## src/rtl/spi_burst_pkg.sv

```systemverilog
package spi_burst_pkg;

  localparam int UNIT_BYTES = 8;
  localparam int UNIT_W     = 8 * UNIT_BYTES;
  localparam int ADDR_BYTES = 4;
  localparam int FILL_BYTES = 4;

  localparam logic [7:0] OP_BURST_RD = 8'd4;
  localparam logic [7:0] OP_BURST_WR = 8'd5;

  typedef enum logic [2:0] {
    PH_CMD,
    PH_ADDR,
    PH_FILL,
    PH_RDATA,
    PH_WDATA,
    PH_SKIP
  } phase_e;

  // Phase entered after the operation byte.
  function automatic phase_e phase_after_op(logic [7:0] op);
    return (op == OP_BURST_RD || op == OP_BURST_WR) ? PH_ADDR : PH_SKIP;
  endfunction

  // Byte address to word address: the lane bits are dropped.
  function automatic logic [31:0] byte_to_word(logic [31:0] a);
    return a >> 3;
  endfunction

  // The first wire byte of a unit ends up in the top lane.
  function automatic logic [UNIT_W-1:0] unit_push(logic [UNIT_W-9:0] prev, logic [7:0] b);
    return {prev, b};
  endfunction

endpackage

```

## src/rtl/spi_pin_sync.sv

```systemverilog
module spi_pin_sync #(
  parameter int STAGES = 2
) (
  input  logic clk,
  input  logic rst_n,
  input  logic sclk,
  input  logic cs_n,
  input  logic mosi,
  output logic frame_on,
  output logic sclk_rise,
  output logic sclk_fall,
  output logic mosi_s
);

  logic [STAGES-1:0] sclk_pipe;
  logic [STAGES-1:0] cs_pipe;
  logic [STAGES-1:0] mosi_pipe;
  logic              sclk_last;

  always_ff @(posedge clk or negedge rst_n) begin
    if (!rst_n) begin
      sclk_pipe <= '0;
      cs_pipe   <= '1;
      mosi_pipe <= '0;
      sclk_last <= 1'b0;
    end else begin
      sclk_pipe <= {sclk_pipe[STAGES-2:0], sclk};
      cs_pipe   <= {cs_pipe[STAGES-2:0], cs_n};
      mosi_pipe <= {mosi_pipe[STAGES-2:0], mosi};
      sclk_last <= sclk_pipe[STAGES-1];
    end
  end

  assign frame_on  = ~cs_pipe[STAGES-1];
  assign mosi_s    = mosi_pipe[STAGES-1];
  assign sclk_rise = frame_on &  sclk_pipe[STAGES-1] & ~sclk_last;
  assign sclk_fall = frame_on & ~sclk_pipe[STAGES-1] &  sclk_last;

endmodule

```

## src/rtl/spi_bit_engine.sv

```systemverilog
module spi_bit_engine #(
  parameter int UNIT_W = 64
) (
  input  logic              clk,
  input  logic              rst_n,
  input  logic              frame_on,
  input  logic              sclk_rise,
  input  logic              sclk_fall,
  input  logic              mosi_s,
  input  logic              tx_load,
  input  logic [UNIT_W-1:0] tx_word,
  output logic              byte_done,
  output logic [7:0]        rx_byte,
  output logic              at_boundary,
  output logic              miso
);

  logic [2:0]        bitcnt;
  logic [6:0]        rx_sh;
  logic [UNIT_W-1:0] tx_sh;

  always_ff @(posedge clk or negedge rst_n) begin
    if (!rst_n) begin
      bitcnt <= '0;
      rx_sh  <= '0;
      tx_sh  <= '0;
    end else if (!frame_on) begin
      bitcnt <= '0;
      tx_sh  <= '0;
    end else begin
      if (sclk_rise) begin
        rx_sh  <= rx_byte[6:0];
        bitcnt <= bitcnt + 3'd1;
      end
      if (sclk_fall) begin
        // A whole unit goes out MSB first, which reverses its bytes.
        if (tx_load) tx_sh <= tx_word;
        else         tx_sh <= {tx_sh[UNIT_W-2:0], 1'b0};
      end
    end
  end

  assign rx_byte     = {rx_sh, mosi_s};
  assign byte_done   = sclk_rise && (bitcnt == 3'd7);
  assign at_boundary = (bitcnt == 3'd0);
  assign miso        = tx_sh[UNIT_W-1];

endmodule

```

## src/rtl/spi_burst_ctrl.sv

```systemverilog
module spi_burst_ctrl
  import spi_burst_pkg::*;
#(
  parameter int MEM_AW = 8
) (
  input  logic              clk,
  input  logic              rst_n,
  input  logic              frame_on,
  input  logic              byte_done,
  input  logic [7:0]        rx_byte,
  input  logic              sclk_fall,
  input  logic              at_boundary,
  input  logic [UNIT_W-1:0] mem_rdata,
  output logic              tx_load,
  output logic [UNIT_W-1:0] tx_word,
  output logic [MEM_AW-1:0] mem_addr,
  output logic [UNIT_W-1:0] mem_wdata,
  output logic              mem_we
);

  localparam int KEEP_W = MEM_AW + 3;

  phase_e             phase;
  logic [2:0]         sub;
  logic               is_rd;
  logic [KEEP_W-1:0]  addr_acc;
  logic [KEEP_W-1:0]  full_keep;
  logic [MEM_AW-1:0]  start_word;
  logic [MEM_AW-1:0]  rd_ptr;
  logic [MEM_AW-1:0]  wr_ptr;
  logic [1:0]         fetch_q;
  logic [UNIT_W-1:0]  pf_buf;
  logic               pf_valid;
  logic [UNIT_W-9:0]  wbuf;
  logic               addr_last;
  logic               fetch_go;
  logic               unit_commit;

  assign full_keep   = KEEP_W'({addr_acc, rx_byte});
  assign start_word  = MEM_AW'(byte_to_word(32'(full_keep)));
  assign addr_last   = byte_done && (phase == PH_ADDR) && (sub == 3'(ADDR_BYTES - 1));
  assign tx_load     = sclk_fall && at_boundary && (phase == PH_RDATA) && (sub == 3'd0);
  assign fetch_go    = (addr_last && is_rd) || tx_load;
  assign unit_commit = byte_done && (phase == PH_WDATA) && (sub == 3'(UNIT_BYTES - 1));
  assign tx_word     = pf_buf;

  always_ff @(posedge clk or negedge rst_n) begin
    if (!rst_n) begin
      phase     <= PH_CMD;
      sub       <= '0;
      is_rd     <= 1'b0;
      addr_acc  <= '0;
      rd_ptr    <= '0;
      wr_ptr    <= '0;
      fetch_q   <= '0;
      pf_buf    <= '0;
      pf_valid  <= 1'b0;
      wbuf      <= '0;
      mem_addr  <= '0;
      mem_wdata <= '0;
      mem_we    <= 1'b0;
    end else if (!frame_on) begin
      phase    <= PH_CMD;
      sub      <= '0;
      fetch_q  <= '0;
      pf_valid <= 1'b0;
      mem_we   <= 1'b0;
    end else begin
      mem_we  <= unit_commit;
      fetch_q <= {fetch_q[0], fetch_go};
      if (fetch_q[1]) begin
        pf_buf   <= mem_rdata;
        pf_valid <= 1'b1;
      end
      if (tx_load) begin
        pf_valid <= 1'b0;
        mem_addr <= rd_ptr;
        rd_ptr   <= rd_ptr + MEM_AW'(1);
      end
      if (byte_done) begin
        unique case (phase)
          PH_CMD: begin
            is_rd <= (rx_byte == OP_BURST_RD);
            phase <= phase_after_op(rx_byte);
            sub   <= '0;
          end
          PH_ADDR: begin
            addr_acc <= full_keep;
            sub      <= sub + 3'd1;
            if (addr_last) begin
              sub <= '0;
              if (is_rd) begin
                phase    <= PH_FILL;
                mem_addr <= start_word;
                rd_ptr   <= start_word + MEM_AW'(1);
              end else begin
                phase  <= PH_WDATA;
                wr_ptr <= start_word;
              end
            end
          end
          PH_FILL: begin
            sub <= sub + 3'd1;
            if (sub == 3'(FILL_BYTES - 1)) begin
              sub   <= '0;
              phase <= PH_RDATA;
            end
          end
          PH_RDATA: sub <= sub + 3'd1;
          PH_WDATA: begin
            wbuf <= (UNIT_W-8)'(unit_push(wbuf, rx_byte));
            sub  <= sub + 3'd1;
            if (unit_commit) begin
              mem_addr  <= wr_ptr;
              mem_wdata <= unit_push(wbuf, rx_byte);
              wr_ptr    <= wr_ptr + MEM_AW'(1);
            end
          end
          default: ;
        endcase
      end
    end
  end

  assert_commit_pulse_R6: assert property (@(posedge clk) disable iff (!rst_n)
    mem_we |=> !mem_we);

  assert_read_no_write_R3: assert property (@(posedge clk) disable iff (!rst_n)
    (phase == PH_FILL || phase == PH_RDATA) |-> !mem_we);

  assert_skip_quiet_R8: assert property (@(posedge clk) disable iff (!rst_n)
    (phase == PH_SKIP) |-> (!mem_we && !tx_load));

  assert_abort_R9: assert property (@(posedge clk) disable iff (!rst_n)
    !frame_on |=> (phase == PH_CMD && sub == 3'd0 && !pf_valid && !mem_we));

  assert_prefetch_ready_R5: assert property (@(posedge clk) disable iff (!rst_n)
    tx_load |-> pf_valid);

endmodule

```

## src/rtl/spi_burst_slave.sv

```systemverilog
module spi_burst_slave
  import spi_burst_pkg::*;
#(
  parameter int MEM_AW      = 8,
  parameter int SYNC_STAGES = 2
) (
  input  logic              clk,
  input  logic              rst_n,
  input  logic              sclk,
  input  logic              cs_n,
  input  logic              mosi,
  output logic              miso,
  output logic [MEM_AW-1:0] mem_addr,
  output logic [63:0]       mem_wdata,
  output logic              mem_we,
  input  logic [63:0]       mem_rdata
);

  logic              frame_on;
  logic              sclk_rise;
  logic              sclk_fall;
  logic              mosi_s;
  logic              byte_done;
  logic [7:0]        rx_byte;
  logic              at_boundary;
  logic              tx_load;
  logic [UNIT_W-1:0] tx_word;

  spi_pin_sync #(.STAGES(SYNC_STAGES)) u_sync (
    .clk       (clk),
    .rst_n     (rst_n),
    .sclk      (sclk),
    .cs_n      (cs_n),
    .mosi      (mosi),
    .frame_on  (frame_on),
    .sclk_rise (sclk_rise),
    .sclk_fall (sclk_fall),
    .mosi_s    (mosi_s)
  );

  spi_bit_engine #(.UNIT_W(UNIT_W)) u_bits (
    .clk         (clk),
    .rst_n       (rst_n),
    .frame_on    (frame_on),
    .sclk_rise   (sclk_rise),
    .sclk_fall   (sclk_fall),
    .mosi_s      (mosi_s),
    .tx_load     (tx_load),
    .tx_word     (tx_word),
    .byte_done   (byte_done),
    .rx_byte     (rx_byte),
    .at_boundary (at_boundary),
    .miso        (miso)
  );

  spi_burst_ctrl #(.MEM_AW(MEM_AW)) u_ctrl (
    .clk         (clk),
    .rst_n       (rst_n),
    .frame_on    (frame_on),
    .byte_done   (byte_done),
    .rx_byte     (rx_byte),
    .sclk_fall   (sclk_fall),
    .at_boundary (at_boundary),
    .mem_rdata   (mem_rdata),
    .tx_load     (tx_load),
    .tx_word     (tx_word),
    .mem_addr    (mem_addr),
    .mem_wdata   (mem_wdata),
    .mem_we      (mem_we)
  );

  assert_idle_quiet_R1: assert property (@(posedge clk) disable iff (!rst_n)
    !frame_on |=> (!miso && !mem_we));

endmodule

```

## config.mk

```make
export PLATFORM = sky130hd
export DESIGN_NAME = spi_burst_slave
export DESIGN_NICKNAME = d
export VERILOG_FILES = /design/src/rtl/spi_burst_pkg.sv /design/src/rtl/spi_pin_sync.sv /design/src/rtl/spi_bit_engine.sv /design/src/rtl/spi_burst_ctrl.sv /design/src/rtl/spi_burst_slave.sv
export SDC_FILE = /design/constraint.sdc
export NUM_CORES = 1
export LEC_CHECK = 0
export BUFFER_PORTS_ARGS = -buffer_cell sky130_fd_sc_hd__buf_2
export CORE_MARGIN = 2
export CORE_UTILIZATION = 25
export DETAILED_ROUTE_END_ITERATION = 16
export PLACE_DENSITY = 0.5
export SLEW_MARGIN = 20
export SYNTH_ARGS = -nofsm -noshare
export SYNTH_HDL_FRONTEND = slang
export SYNTH_SLANG_ARGS = --single-unit
```

## constraint.sdc

```tcl
create_clock -name clk -period 2.77 [get_ports clk]
set_input_delay 0.277 -clock clk [delete_from_list [all_inputs] [get_ports clk]]
set_output_delay 0.277 -clock clk [all_outputs]
set_load 0.005 [all_outputs]
```

Word level (Yosys, flattened, before mapping)
Cells that the tools add are included.

Bits of input ports: 69. Memories kept: 0. Output and inout bits: 74. ROM bits: 0. RAM bits: 0. Flip-flop bits (word level): 302. Latch bits: 0.

$lt $le $gt $ge: 0. Equality and inequality tests: 14. Multiply operators: 0. Reductions and logical operators: 30. Mux-type cells: 34. Div/mod/pow operators: 0. Shift operators: 0. Add/sub/neg operators: 5. Bitwise operators: 7.

Operator list (number): 64-bit 2-to-1 mux (3); 8-bit 2-to-1 mux (13); 3-bit 2-to-1 mux (12); 8-bit case mux with 2 select lines (2); 8-bit by 1-bit adder with 8-bit output (second input constant) (3); 8-bit by 3-bit equality test with 1-bit output (second input constant) (2); 3-bit case mux with 4 select lines (1); 3-bit by 2-bit equality test with 1-bit output (second input constant) (3); 3-bit equality test (second input constant) (3); 1-bit logical AND (9); 3-bit logical NOT (3); 3-bit case mux with 3 select lines (1); 3-bit AND reduction (3); 4-bit AND reduction (2); 2-bit nonzero test (4); 3-bit by 1-bit adder with 3-bit output (second input constant) (2); 3-bit by 2-bit != test with 1-bit output (second input constant) (2); 2-bit AND reduction (3); 6-bit AND reduction (1); 5-bit nonzero test (1); 1-bit AND (4); 2-bit by 1-bit != test with 1-bit output (second input constant) (2); 4-bit nonzero test (1); 3-bit by 1-bit equality test with 1-bit output (second input constant) (1); other kinds (6) (9).

Depth between registers and ports, before layout
Gate-level depths: netlist of run 1.

Word-level depth: 11. Mapped depth: 10. Gate-level depth less buffers: 7.

Cells and area by module
A second synthesis of run 1 with hierarchy kept.

Cell total of the unflattened synthesis: 975. Area, all modules: 12847.3 µm².

Modules (own cells, without submodules): spi_burst_ctrl (area an instance 9108.7 µm², cells each 648, sequential area each 5530.3 µm², instances 1); spi_bit_engine (area an instance 3542.1 µm², cells each 317, sequential area each 1851.8 µm², instances 1); spi_pin_sync (area an instance 196.4 µm², cells each 10, sequential area each 177.7 µm², instances 1).

Worst setup path after synthesis of run 1
Ideal clock, no wire load.

Path kind: register to register. From: reg u_bits.bitcnt[0]. To: reg u_ctrl.wbuf[35]. Cell stages (with the launch flop): 9. Data arrival time: 2.203 ns. Setup slack: 0.443 ns. Path buffers: 3. Library setup time: 0.125 ns. Period minus slack after synthesis: 2.327 ns. Data required time: 2.645 ns. Path through: dfrtp_1 -> ha_1 -> ha_1 -> nor4bb_1 -> clkbuf_1 -> nand2_1 -> clkbuf_1 -> buf_1 -> mux2_2.

Longest elaborated chain between the ends: 3.

RTL lines: start, declared (line spi_bit_engine.sv:18) `logic [2:0] bitcnt;`; start signal, assigned (line spi_bit_engine.sv:33) `bitcnt <= bitcnt + 3'd1;`; 3-bit equality test (line spi_bit_engine.sv:44) `assign byte_done = sclk_rise && (bitcnt == 3'd7);`; 1-bit logical AND (line spi_bit_engine.sv:44); 3-bit AND reduction (no source line); end signal, assigned (line spi_burst_ctrl.sv:111) `wbuf <= (UNIT_W-8)'(unit_push(wbuf, rx_byte));`; end, declared (line spi_burst_ctrl.sv:34) `logic [UNIT_W-9:0] wbuf;`.

No other way between the ends. A chain may end at the register's enable or synchronous reset.

Worst setup path after layout of run 1
From: reg u_bits.bitcnt[0]. To: reg u_ctrl.wr_ptr[1].

Longest elaborated chain between the ends: 6.

RTL lines: 3-bit equality test (*) (line spi_bit_engine.sv:44); 1-bit logical AND (*) (line spi_bit_engine.sv:44); 1-bit logical AND, on equally long branches (2 in a row) (line spi_burst_ctrl.sv:41, spi_burst_ctrl.sv:44); 2-bit by 1-bit != test with 1-bit output (no source line); 6-bit AND reduction (no source line) (*); end signal, assigned (line spi_burst_ctrl.sv:98) `wr_ptr <= start_word;`; end signal, assigned (line spi_burst_ctrl.sv:116) `wr_ptr <= wr_ptr + MEM_AW'(1);`; end, declared (line spi_burst_ctrl.sv:30) `logic [MEM_AW-1:0] wr_ptr;`.

Every way passes the cells marked *; elsewhere a longest branch is shown, timed or not.

==> flow_summary_export.csv, run 1 <==
group,metric,value,unit
run_status,status,"completed",
routing,avgViaCountPerCell,4.61,
clock_network,htree_levels,2,
floorplanning,chipHeight,229,um
global_routing,groute.usage.overall,12.2,%
power,p_sw_share,22.6,%
timing,fmax,410,MHz
clock_network,clockBufferDepth,3,
routing,drc_errors,0,
global_routing,grt_pass1_vias,9345,
critical_path,crit_type,"register to register",
logic_synthesis,ys_seq_area_share,59.8,%
timing,hold_viol,0,
routing,highest_layer,"met4",
floorplanning,io_pins,143,
layout,syn_to_final_growth,29.1,%
power,comb_power_share,4.6,%
routing,vias,9013,
routing,route.layer.met1.wl,14500,um
routing,wl,32100,um
critical_path,crit_top_cell,"ha_1",
placement,gp_congestion,0.784,
critical_path,start_kind,"register",
logic_synthesis,synth_nets,1130,
timing,skew,21.9,ps
logic_synthesis,async_flop_share,100,%
logic_synthesis,synth_area,12600,um2
critical_path,critPathMaxStageDelay,660,ps
clock_network,cts_resized,0,
logic_synthesis,synth_flop_cell,"dfrtp_1",
critical_path,crit_required,3230,ps
timing,setup-tns-final,0,ps
logic_synthesis,synth.distinct_cells,56,
logic_synthesis,syn_area_per_cell,12.0,um2
floorplanning,start_util,25.2,%
clock_network,cts_hold_buf,68,
critical_path,crit_fanout,13,
routing,wl_per_cell,16.4,um
timing,rsz0062_at_grt,"no",
logic_synthesis,yosys_warnings,0,
timing,slew_headroom,52.1,%
timing,finalSetupViolations,0,
global_routing,grt_start_max_net_pins,65,
routing,ant_nets,0,
clock_network,cts_tree,"done",
floorplanning,core-area,50100,um2
clock_network,cts_sinks,302,
clock_network,clock_latency,540,ps
floorplanning,die-area,52400,um2
power,power.internal,0.00779,W
timing,hold_ws,288,ps
clock_network,cts_buffers,37,
layout,nFillCells,5068,
critical_path,cp_cell_sequence,"ha_1, ha_1, nor4bb_2, buf_4, nand3_4, a21oi_1, mux2i_1",
critical_path,cpMaxStageDelayCell,"a21oi_1",
routing,drtIter0Drc,609,
timing,maxSlewViolCount,0,
hold_path,hold_class,"input port to asynchronous set/reset pin",
timing,min_period_over_period,88.0,%
job,maxCapViolations,0,
global_routing,grt_first_pass_wirelength,51900,um
layout,nets,1342,
global_routing,antenna_found_initial,0,
floorplanning,die_x,229,um
power,pwr-share-clk,49.6,%
critical_path,arrival,2900,ps
layout,diodes,0,
routing,wl_met2,15600,um
floorplanning,rows,82,
routing,dr.pass1.iters,5,
placement,port_buffers,142,
logic_synthesis,ys_ff_latch,302,
global_routing,grt-ovfl-total,0,
logic_synthesis,netlist_instances,1050,
power,leakage,8.33,nW
clock_network,path_clk_slew,60,ps
clock_network,post_cts_buffers,0,
layout,fin_util,32.6,%
routing,wl_met3,1360,um
power,pwr_density_cell,617,nW/um2
critical_path,end_kind,"register",
timing,worstMarginPinSlew,718,ps
power,p_sw,0.00227,W
power,seqPwrFrac,45.8,%
timing,period_needed,2440,ps
logic_synthesis,synth_edf_count,0,
clock_network,root_buffer,"clkbuf_16",
power,vdd_drop_max,0.000341,V
placement,place_hpwl,20300,um
layout,final_layout_size_suffix_gt1_share,30.1,%
## worst max-delay path: cells and delay by family, from the launching register on
family / cells / cell delay [ps]
buffers and inverters: 1 / 250
AOI/OAI and AO/OA: 1 / 660
DFF: 1 / 390
muxes: 1 / 250
and+or+nand+nor: 2 / 460
adders and majority gates: 2 / 340
## area by class of cell
type,instances,area (um2),area share [%]
Tap cell,672,841,5.16
Multi-Input combinational cell,658,4760,29.2
Clock buffer,44,1030,6.34
Clock inverter,14,205,1.26
Timing Repair Buffer,250,1860,11.4
Sequential cell,302,7560,46.4
Inverter,13,48.8,0.299
## synthesized netlist by cell type (2+ instances only)
master / count / share of area [%]
mux2_2: 131 / 12
dfstp_2: 2 / 0.42
nand3b_1: 2 / 0.12
nand3_1: 18 / 0.71
a2bb2oi_1: 6 / 0.42
nor4_1: 4 / 0.20
nand2b_1: 9 / 0.45
a32oi_1: 8 / 0.55
buf_2: 5 / 0.20
and3_1: 69 / 3.4
a211oi_1: 6 / 0.36
a22oi_1: 7 / 0.42
a221o_1: 64 / 5.1
o21ai_0: 8 / 0.32
ha_1: 11 / 1.1
clkbuf_1: 64 / 1.9
a21o_1: 3 / 0.18
a32o_1: 2 / 0.16
o22ai_1: 6 / 0.30
or3_1: 2 / 0.099
a22o_1: 4 / 0.28
nor2_1: 12 / 0.36
nand4_1: 3 / 0.15
buf_6: 3 / 0.27
a311oi_1: 2 / 0.14
and2_1: 5 / 0.25
nor3b_1: 2 / 0.12
nor2b_1: 4 / 0.20
nand2_1: 202 / 6.0
o211ai_1: 7 / 0.42
buf_1: 5 / 0.15
xnor2_1: 6 / 0.42
dfrtp_1: 300 / 59
a21oi_1: 13 / 0.51
a221oi_1: 6 / 0.42
or3b_2: 2 / 0.14
nand4b_1: 2 / 0.14
nor3_1: 3 / 0.12
and4_1: 4 / 0.28
inv_1: 13 / 0.39
mux2i_1: 7 / 0.55
xor2_1: 4 / 0.28
## sequential cells by signal (all words and copies together), names as in the netlist, 7 cells and up
register / flops
u_ctrl.wbuf: 56
u_ctrl.mem_addr: 8
u_ctrl.mem_wdata: 64
u_ctrl.tx_word: 64
u_ctrl.rd_ptr: 8
u_bits.tx_sh: 64
u_ctrl.wr_ptr: 8
u_bits.rx_sh: 7
## layout by cell type (no fill, tap or decap), types with 7 or more instances in the layout
master,n
nand2b_1,9
buf_4,27
o21ai_0,8
a221o_1,64
o211ai_1,7
inv_1,13
nand3_1,17
dfrtp_1,300
buf_12,13
a21oi_1,13
clkbuf_16,39
mux2_2,131
a32oi_1,8
nor2_1,11
a22oi_1,7
and3_1,69
mux2i_1,7
ha_1,11
dlygate4sd3_1,68
buf_2,141
nand2_1,201
## worst paths after layout
path                       depth (start not counted)                   end           startpoint  slack, ps
max                                                7      u_ctrl.wr_ptr[1]     u_bits.bitcnt[0]        330
min                                                2    u_ctrl.tx_word[12]                rst_n        290
max reg2reg                                        7      u_ctrl.wr_ptr[1]     u_bits.bitcnt[0]        330
min reg2reg                                        0   u_sync.sclk_pipe[1]  u_sync.sclk_pipe[0]        350
max in group asynchronous                          4  u_ctrl.mem_wdata[39]                rst_n       1620
min in group clk                                   0   u_sync.sclk_pipe[1]  u_sync.sclk_pipe[0]        350
## routing by layer
layer	vias up	track usage [%]
li1	4196	-
met1	4589	16.0
met2	177	20.3
met3	51	2.47
met4	0	3.79
met5	-	0
## logic make-up after synthesis
logic type,after synthesis,synth area share (%)
compound gates,149,9.99
mux,138,12.2
buf+inv,90,2.90
xor+xnor,10,0.693
simple gates,350,13.3
fa+ha+maj,11,1.09
flops,302,59.8
## stage by stage
step / total power (W) / setup WS, ps / cell area [um2] / cells
5_1_grt: 0.0105 / 175 / 16300 / 1953
6_report: 0.0101 / 333 / 16300 / 1953
3_3_place_gp: 0.00508 / 437 / 14400 / 1827
3_5_place_dp: 0.00509 / 406 / 14400 / 1827
4_1_cts: 0.0102 / 354 / 16300 / 1953
2_1_floorplan: 0.00478 / 443 / 12600 / 1050
## power groups by stage
stage          clock, W  sequential [W]  combinational (W)
2_1_floorplan         0         0.00457           0.000207
3_3_place_gp          0         0.00469           0.000396
3_5_place_dp          0         0.00469           0.000400
4_1_cts         0.00516         0.00461           0.000479
5_1_grt         0.00533         0.00461           0.000515
6_report        0.00498         0.00461           0.000466
Power figures use the tool's default switching activity.
==> run 2, diff against run 1 <==
==> constraint.sdc (replaced) <==
create_clock -name clk -period 2.45 [get_ports clk]
set_input_delay 0.245 -clock clk [delete_from_list [all_inputs] [get_ports clk]]
set_output_delay 0.245 -clock clk [all_outputs]
set_load 0.005 [all_outputs]
==> run 2 against run 1 <==
Global-route usage grew 0.098 points; clock-buffer cell count grew 9; flip-flop and latch count is the same; highest routed layer unchanged; wire length grew 0.79%; largest power group unchanged; first-iteration DRC count shrank 12%; largest cell class unchanged; clock power grew 9.4%; critical endpoint is now u_bits.tx_sh[56]; critical path depth shrank 2.
==> flow_summary_export.csv, run 2 (synthesis results as in run 1) <==
group,metric,value,unit
critical_path,end_kind,"register",
floorplanning,chipHeight,229,um
floorplanning,core-area,50100,um2
timing,min_period_over_period,94.1,%
layout,final_layout_size_suffix_gt1_share,30.0,%
critical_path,crit_type,"register to register",
routing,wl_per_cell,16.5,um
floorplanning,die-area,52400,um2
floorplanning,io_pins,143,
global_routing,grt-ovfl-total,0,
layout,final_common_cell,"dfrtp_1",
global_routing,grt_first_pass_wirelength,52400,um
critical_path,worstRegToRegCells,5,
clock_network,root_buffer,"clkbuf_16",
placement,port_buffers,142,
timing,worstMarginPinSlew,646,ps
timing,rsz0062_at_grt,"no",
power,finalPower,0.0112,W
layout,multiInputGateArea,4760,um2
routing,vias,8954,
routing,drtIter0Drc,535,
global_routing,antenna_found_initial,0,
routing,drc_errors,0,
floorplanning,rows,82,
critical_path,crit_required,2870,ps
layout,final_cell_mix,"dfrtp_1, nand2_1, buf_2",
clock_network,path_clk_slew,60,ps
layout,nets,1344,
power,leakage,8.31,nW
hold_path,hold_class,"input port to asynchronous set/reset pin",
power,pwr_density_cell,686,nW/um2
timing,setup-tns-final,0,ps
layout,diodes,0,
routing,dr.pass1.iters,4,
floorplanning,die_x,229,um
clock_network,cts_resized,0,
timing,period_needed,2310,ps
timing,hold_viol,0,
critical_path,arrival,2720,ps
routing,wl,32300,um
critical_path,crit_start,"u_ctrl.sub[2]",
clock_network,cts_tree,"done",
timing,skew,25.7,ps
clock_network,htree_levels,2,
critical_path,start_kind,"register",
power,vdd_drop_max,0.000482,V
timing,maxSlewViolCount,0,
global_routing,grt_start_max_net_pins,76,
clock_network,cts_buffers,37,
timing,slew_headroom,56.9,%
clock_network,clock_latency,540,ps
routing,ant_nets,0,
timing,fmax,434,MHz
global_routing,groute.usage.overall,12.3,%
job,maxCapViolations,0,
placement,gp_congestion,0.793,
routing,avgViaCountPerCell,4.56,
layout,register_area,7560,um2
floorplanning,start_util,25.2,%
critical_path,crit_fanout,63,
clock_network,cts_sinks,302,
timing,finalSetupViolations,0,
layout,nFillCells,5138,
run_status,status,"completed",
clock_network,clockBufferDepth,3,
global_routing,grt_pass1_vias,9327,
critical_path,rr_startpoint,"u_ctrl.sub[2]",
placement,place_hpwl,20500,um
layout,syn_to_final_growth,28.7,%
run 2: changes by cell type in the layout (fill, tap and decap cells not counted), sizes merged:
cell,delta
bufinv,-2
clkinv,-1
buf,+2
clkbuf,+9
inv,+2
run 2: worst max-delay path, cell delays in order, from the launching register on:
cell and delay, ps:
dfrtp_1 440, or4b_1 540, or3_2 480, buf_12 200
and3_1 230, a221o_1 260
run 2: final timing paths:
kind,end,slack [ps]
min in group clk,u_sync.mosi_pipe[0],350
worst max register to register,u_bits.tx_sh[56],140
max in group asynchronous,u_ctrl.mem_wdata[42],1340
worst max-delay path,u_bits.tx_sh[56],140
worst min register to register,u_sync.mosi_pipe[1],350
worst min-delay path,u_ctrl.tx_word[10],250
run 2: final cells by class:
type / instances / area share (%)
Sequential cell: 302 / 46.5
Multi-Input combinational cell: 658 / 29.2
Timing Repair Buffer: 252 / 11.4
Clock buffer: 53 / 6.43
Tap cell: 672 / 5.17
Clock inverter: 13 / 0.969
Inverter: 13 / 0.300
run 2: per-stage QoR:
stage / instance area (um2) / instances / utilization, % / hold slack (ps) / setup slack [ps]
3_5_place_dp: 14400 / 1829 / 28.7 / 254 / 164
2_1_floorplan: 12600 / 1050 / - / -50.6 / 123
3_3_place_gp: 14400 / 1828 / 28.7 / 248 / 170
6_report: 16300 / 1963 / 32.5 / 254 / 144
5_1_grt: 16300 / 1963 / 32.5 / 288 / 49.7
4_1_cts: 16300 / 1963 / 32.5 / 247 / 142
run 2: metal layers:
layer,vias up,global-route usage (%),part of all wire [%]
met5,-,0,0
met4,0,3.92,2.3
met3,44,2.51,3.7
met2,148,20.3,48
met1,4549,16.3,46
li1,4213,-,-
run 2: timing repair:
action / 4_1_cts / 5_1_grt
endpoints found under the hold margin: 123 / 0
buffers inserted: 0 / 0
hold buffers: 68 / 0
run 2: power breakdown:
| part | total, W | internal [W] | switching (W) |
|---|---|---|---|
| combinational | 0.000497 | 0.000238 | 0.000259 |
| sequential | 0.00521 | 0.00504 | 0.000171 |
| clock | 0.00545 | 0.00330 | 0.00215 |
==> run 3, diff against run 2 <==
--- a/config.mk
+++ b/config.mk
@@ -9,7 +9,7 @@
 export CORE_MARGIN = 2
 export CORE_UTILIZATION = 25
 export DETAILED_ROUTE_END_ITERATION = 16
-export PLACE_DENSITY = 0.5
+export PLACE_DENSITY = 0.51
 export SLEW_MARGIN = 20
 export SYNTH_ARGS = -nofsm -noshare
 export SYNTH_HDL_FRONTEND = slang
==> constraint.sdc (replaced) <==
create_clock -name clk -period 2.05 [get_ports clk]
set_input_delay 0.205 -clock clk [delete_from_list [all_inputs] [get_ports clk]]
set_output_delay 0.205 -clock clk [all_outputs]
set_load 0.005 [all_outputs]
==> run 3 against run 2 <==
The flow now finishes with violations (setup timing); sequential share of layout area shrank 2.1 points; clock skew is essentially flat; cell count grew 1.9%; combinational power grew 52%; clock-buffer cell count is the same; register-to-register slack lost 210 ps.
==> flow_summary_export.csv, run 3 (synthesis results as in run 1) <==
group,metric,value,unit
run_status,status,"finished, violations left",
run_status,violations,"setup timing",
placement,placedCellCount,1851,
global_routing,grt_pass1_vias,9415,
timing,hold_ws,184,ps
layout,fin_util,34.0,%
timing,slew_headroom,60.1,%
routing,vias,9287,
global_routing,grt_start_max_net_pins,72,
timing,skew,25.7,ps
floorplanning,die-area,52400,um2
routing,wl,34400,um
clock_network,cts_sinks,302,
clock_network,cts_buffers,37,
global_routing,grt-ovfl-total,0,
layout,final_common_cell,"dfrtp_1",
critical_path,end_kind,"register",
floorplanning,die_x,229,um
layout,final_cell_mix,"dfrtp_1, nand2_1, buf_2",
routing,drc_errors,0,
critical_path,crit_type,"register to register",
layout,diodes,0,
critical_path,cpMaxStageDelayCell,"or4b_4",
clock_network,path_clk_slew,60,ps
power,leakage,8.62,nW
placement,place_hpwl,20400,um
timing,hold_viol,0,
power,vdd_drop_max,0.000562,V
critical_path,start_kind,"register",
timing,fmax,472,MHz
timing,finalSetupViolations,67,
timing,setup-tns-final,-2090,ps
clock_network,cts_tree,"done",
layout,fin_cells,2001,
placement,port_buffers,142,
critical_path,arrival,2520,ps
job,maxCapViolations,0,
placement,gp_congestion,0.786,
global_routing,grt_first_pass_wirelength,54000,um
timing,min_period_over_period,103,%
placement,place_ws,-157,ps
routing,wl_per_cell,17.2,um
power,pwr_density_cell,807,nW/um2
global_routing,antenna_found_initial,0,
critical_path,critPathTopFamily,"simple AND/OR/NAND/NOR gates",
routing,dr.pass1.iters,5,
global_routing,groute.usage.overall,12.8,%
timing,finalWorstSetupSlack,-68.4,ps
timing,maxSlewViolCount,0,
critical_path,crit_required,2450,ps
critical_path,critPathMaxStageDelay,530,ps
routing,drtIter0Drc,552,
timing,worstMarginPinSlew,593,ps
critical_path,crit_fanout,32,
critical_path,crit_buf_inv,1,
timing,rsz0062_at_grt,"yes",
floorplanning,io_pins,143,
clock_network,clock_latency,550,ps
layout,nets,1382,
clock_network,htree_levels,2,
clock_network,root_buffer,"clkbuf_16",
layout,syn_to_final_growth,34.7,%
floorplanning,chipHeight,229,um
layout,final_layout_size_suffix_gt1_share,34.3,%
floorplanning,start_util,25.2,%
critical_path,cp_cell_sequence,"or4b_4, or3_4, buf_12, and3_1, a221o_1",
floorplanning,core-area,50100,um2
floorplanning,rows,82,
routing,ant_nets,0,
timing,period_needed,2120,ps
hold_path,hold_class,"input port to asynchronous set/reset pin",
routing,avgViaCountPerCell,4.64,
clock_network,clockBufferDepth,3,
-- run 3: cell count changes in the layout (fill, tap and decap cells not counted), moves of 3 or more --
cell | previous run | this run
and3_1 | 69 | 57
buf_16 | 0 | 5
and3_4 | 0 | 12
clkbuf_8 | 6 | 9
buf_6 | 0 | 6
clkbuf_16 | 37 | 43
clkbuf_1 | 10 | 5
buf_4 | 31 | 52
-- run 3: worst register-to-register path, delay by kind of cell, from the launching register on --
family                 cells  cell delay (ps)
AO/OA/AOI/OAI              1              270
buffers and inverters      1              190
flip-flops                 1              370
AND/OR/NAND/NOR            3             1150
-- run 3: path summary, 6_finish.rpt --
kind | cells after the start | startpoint | slack (ps) | end
worst max register to register | 5 | u_sync.cs_pipe[1] | -70 | u_bits.tx_sh[10]
worst min register to register | 0 | u_sync.mosi_pipe[0] | 350 | u_sync.mosi_pipe[1]
worst min-delay path | 2 | rst_n | 180 | u_bits.bitcnt[0]
max in group asynchronous | 3 | rst_n | 1090 | u_sync.cs_pipe[1]
min in group clk | 2 | cs_n | 300 | u_sync.cs_pipe[0]
worst max-delay path | 5 | u_sync.cs_pipe[1] | -70 | u_bits.tx_sh[10]
-- run 3: power by group --
group	internal (W)	switching [W]	leakage, nW	total [W]
Combinational	0.000336	0.000420	3.80	0.000756
Clock	0.00418	0.00261	0.632	0.00680
Sequential	0.00603	0.000143	4.19	0.00617
-- run 3: routing by layer --
| metal | part of all wire, % | GRT usage, % | vias to the layer above |
|---|---|---|---|
| met4 | 2.4 | 4.24 | 0 |
| met3 | 3.6 | 2.16 | 52 |
| met2 | 48 | 20.8 | 174 |
| li1 | - | - | 4312 |
| met5 | 0 | 0 | - |
| met1 | 46 | 17.4 | 4749 |
-- run 3: per-stage QoR --
stage	power (W)	instance area, um2
2_1_floorplan	0.00646	12700
3_3_place_gp	0.00693	14500
3_5_place_dp	0.00693	14500
4_1_cts	0.0140	16700
5_1_grt	0.0142	17000
6_report	0.0137	17000
-- run 3: area by class of cell --
| cell class | instances | area, um2 |
|---|---|---|
| Timing Repair Buffer | 289 | 2340 |
| Fill cell | 5047 | 33100 |
| Tap cell | 672 | 841 |
| Clock buffer | 53 | 1120 |
| Clock inverter | 13 | 156 |
| Sequential cell | 302 | 7560 |
| Inverter | 13 | 48.8 |
| Multi-Input combinational cell | 659 | 4950 |
-- run 3: repair_timing --
| action | 4_1_cts | 5_1_grt |
|---|---|---|
| setup buffers | 0 | 4 |
| endpoints found under the setup margin | 188 | 210 |
| endpoints found under the hold margin | 129 | 0 |
| pin swaps | 3 | 9 |
| hold buffers | 68 | 0 |
| cloned | 5 | 6 |
| resized for setup | 21 | 30 |
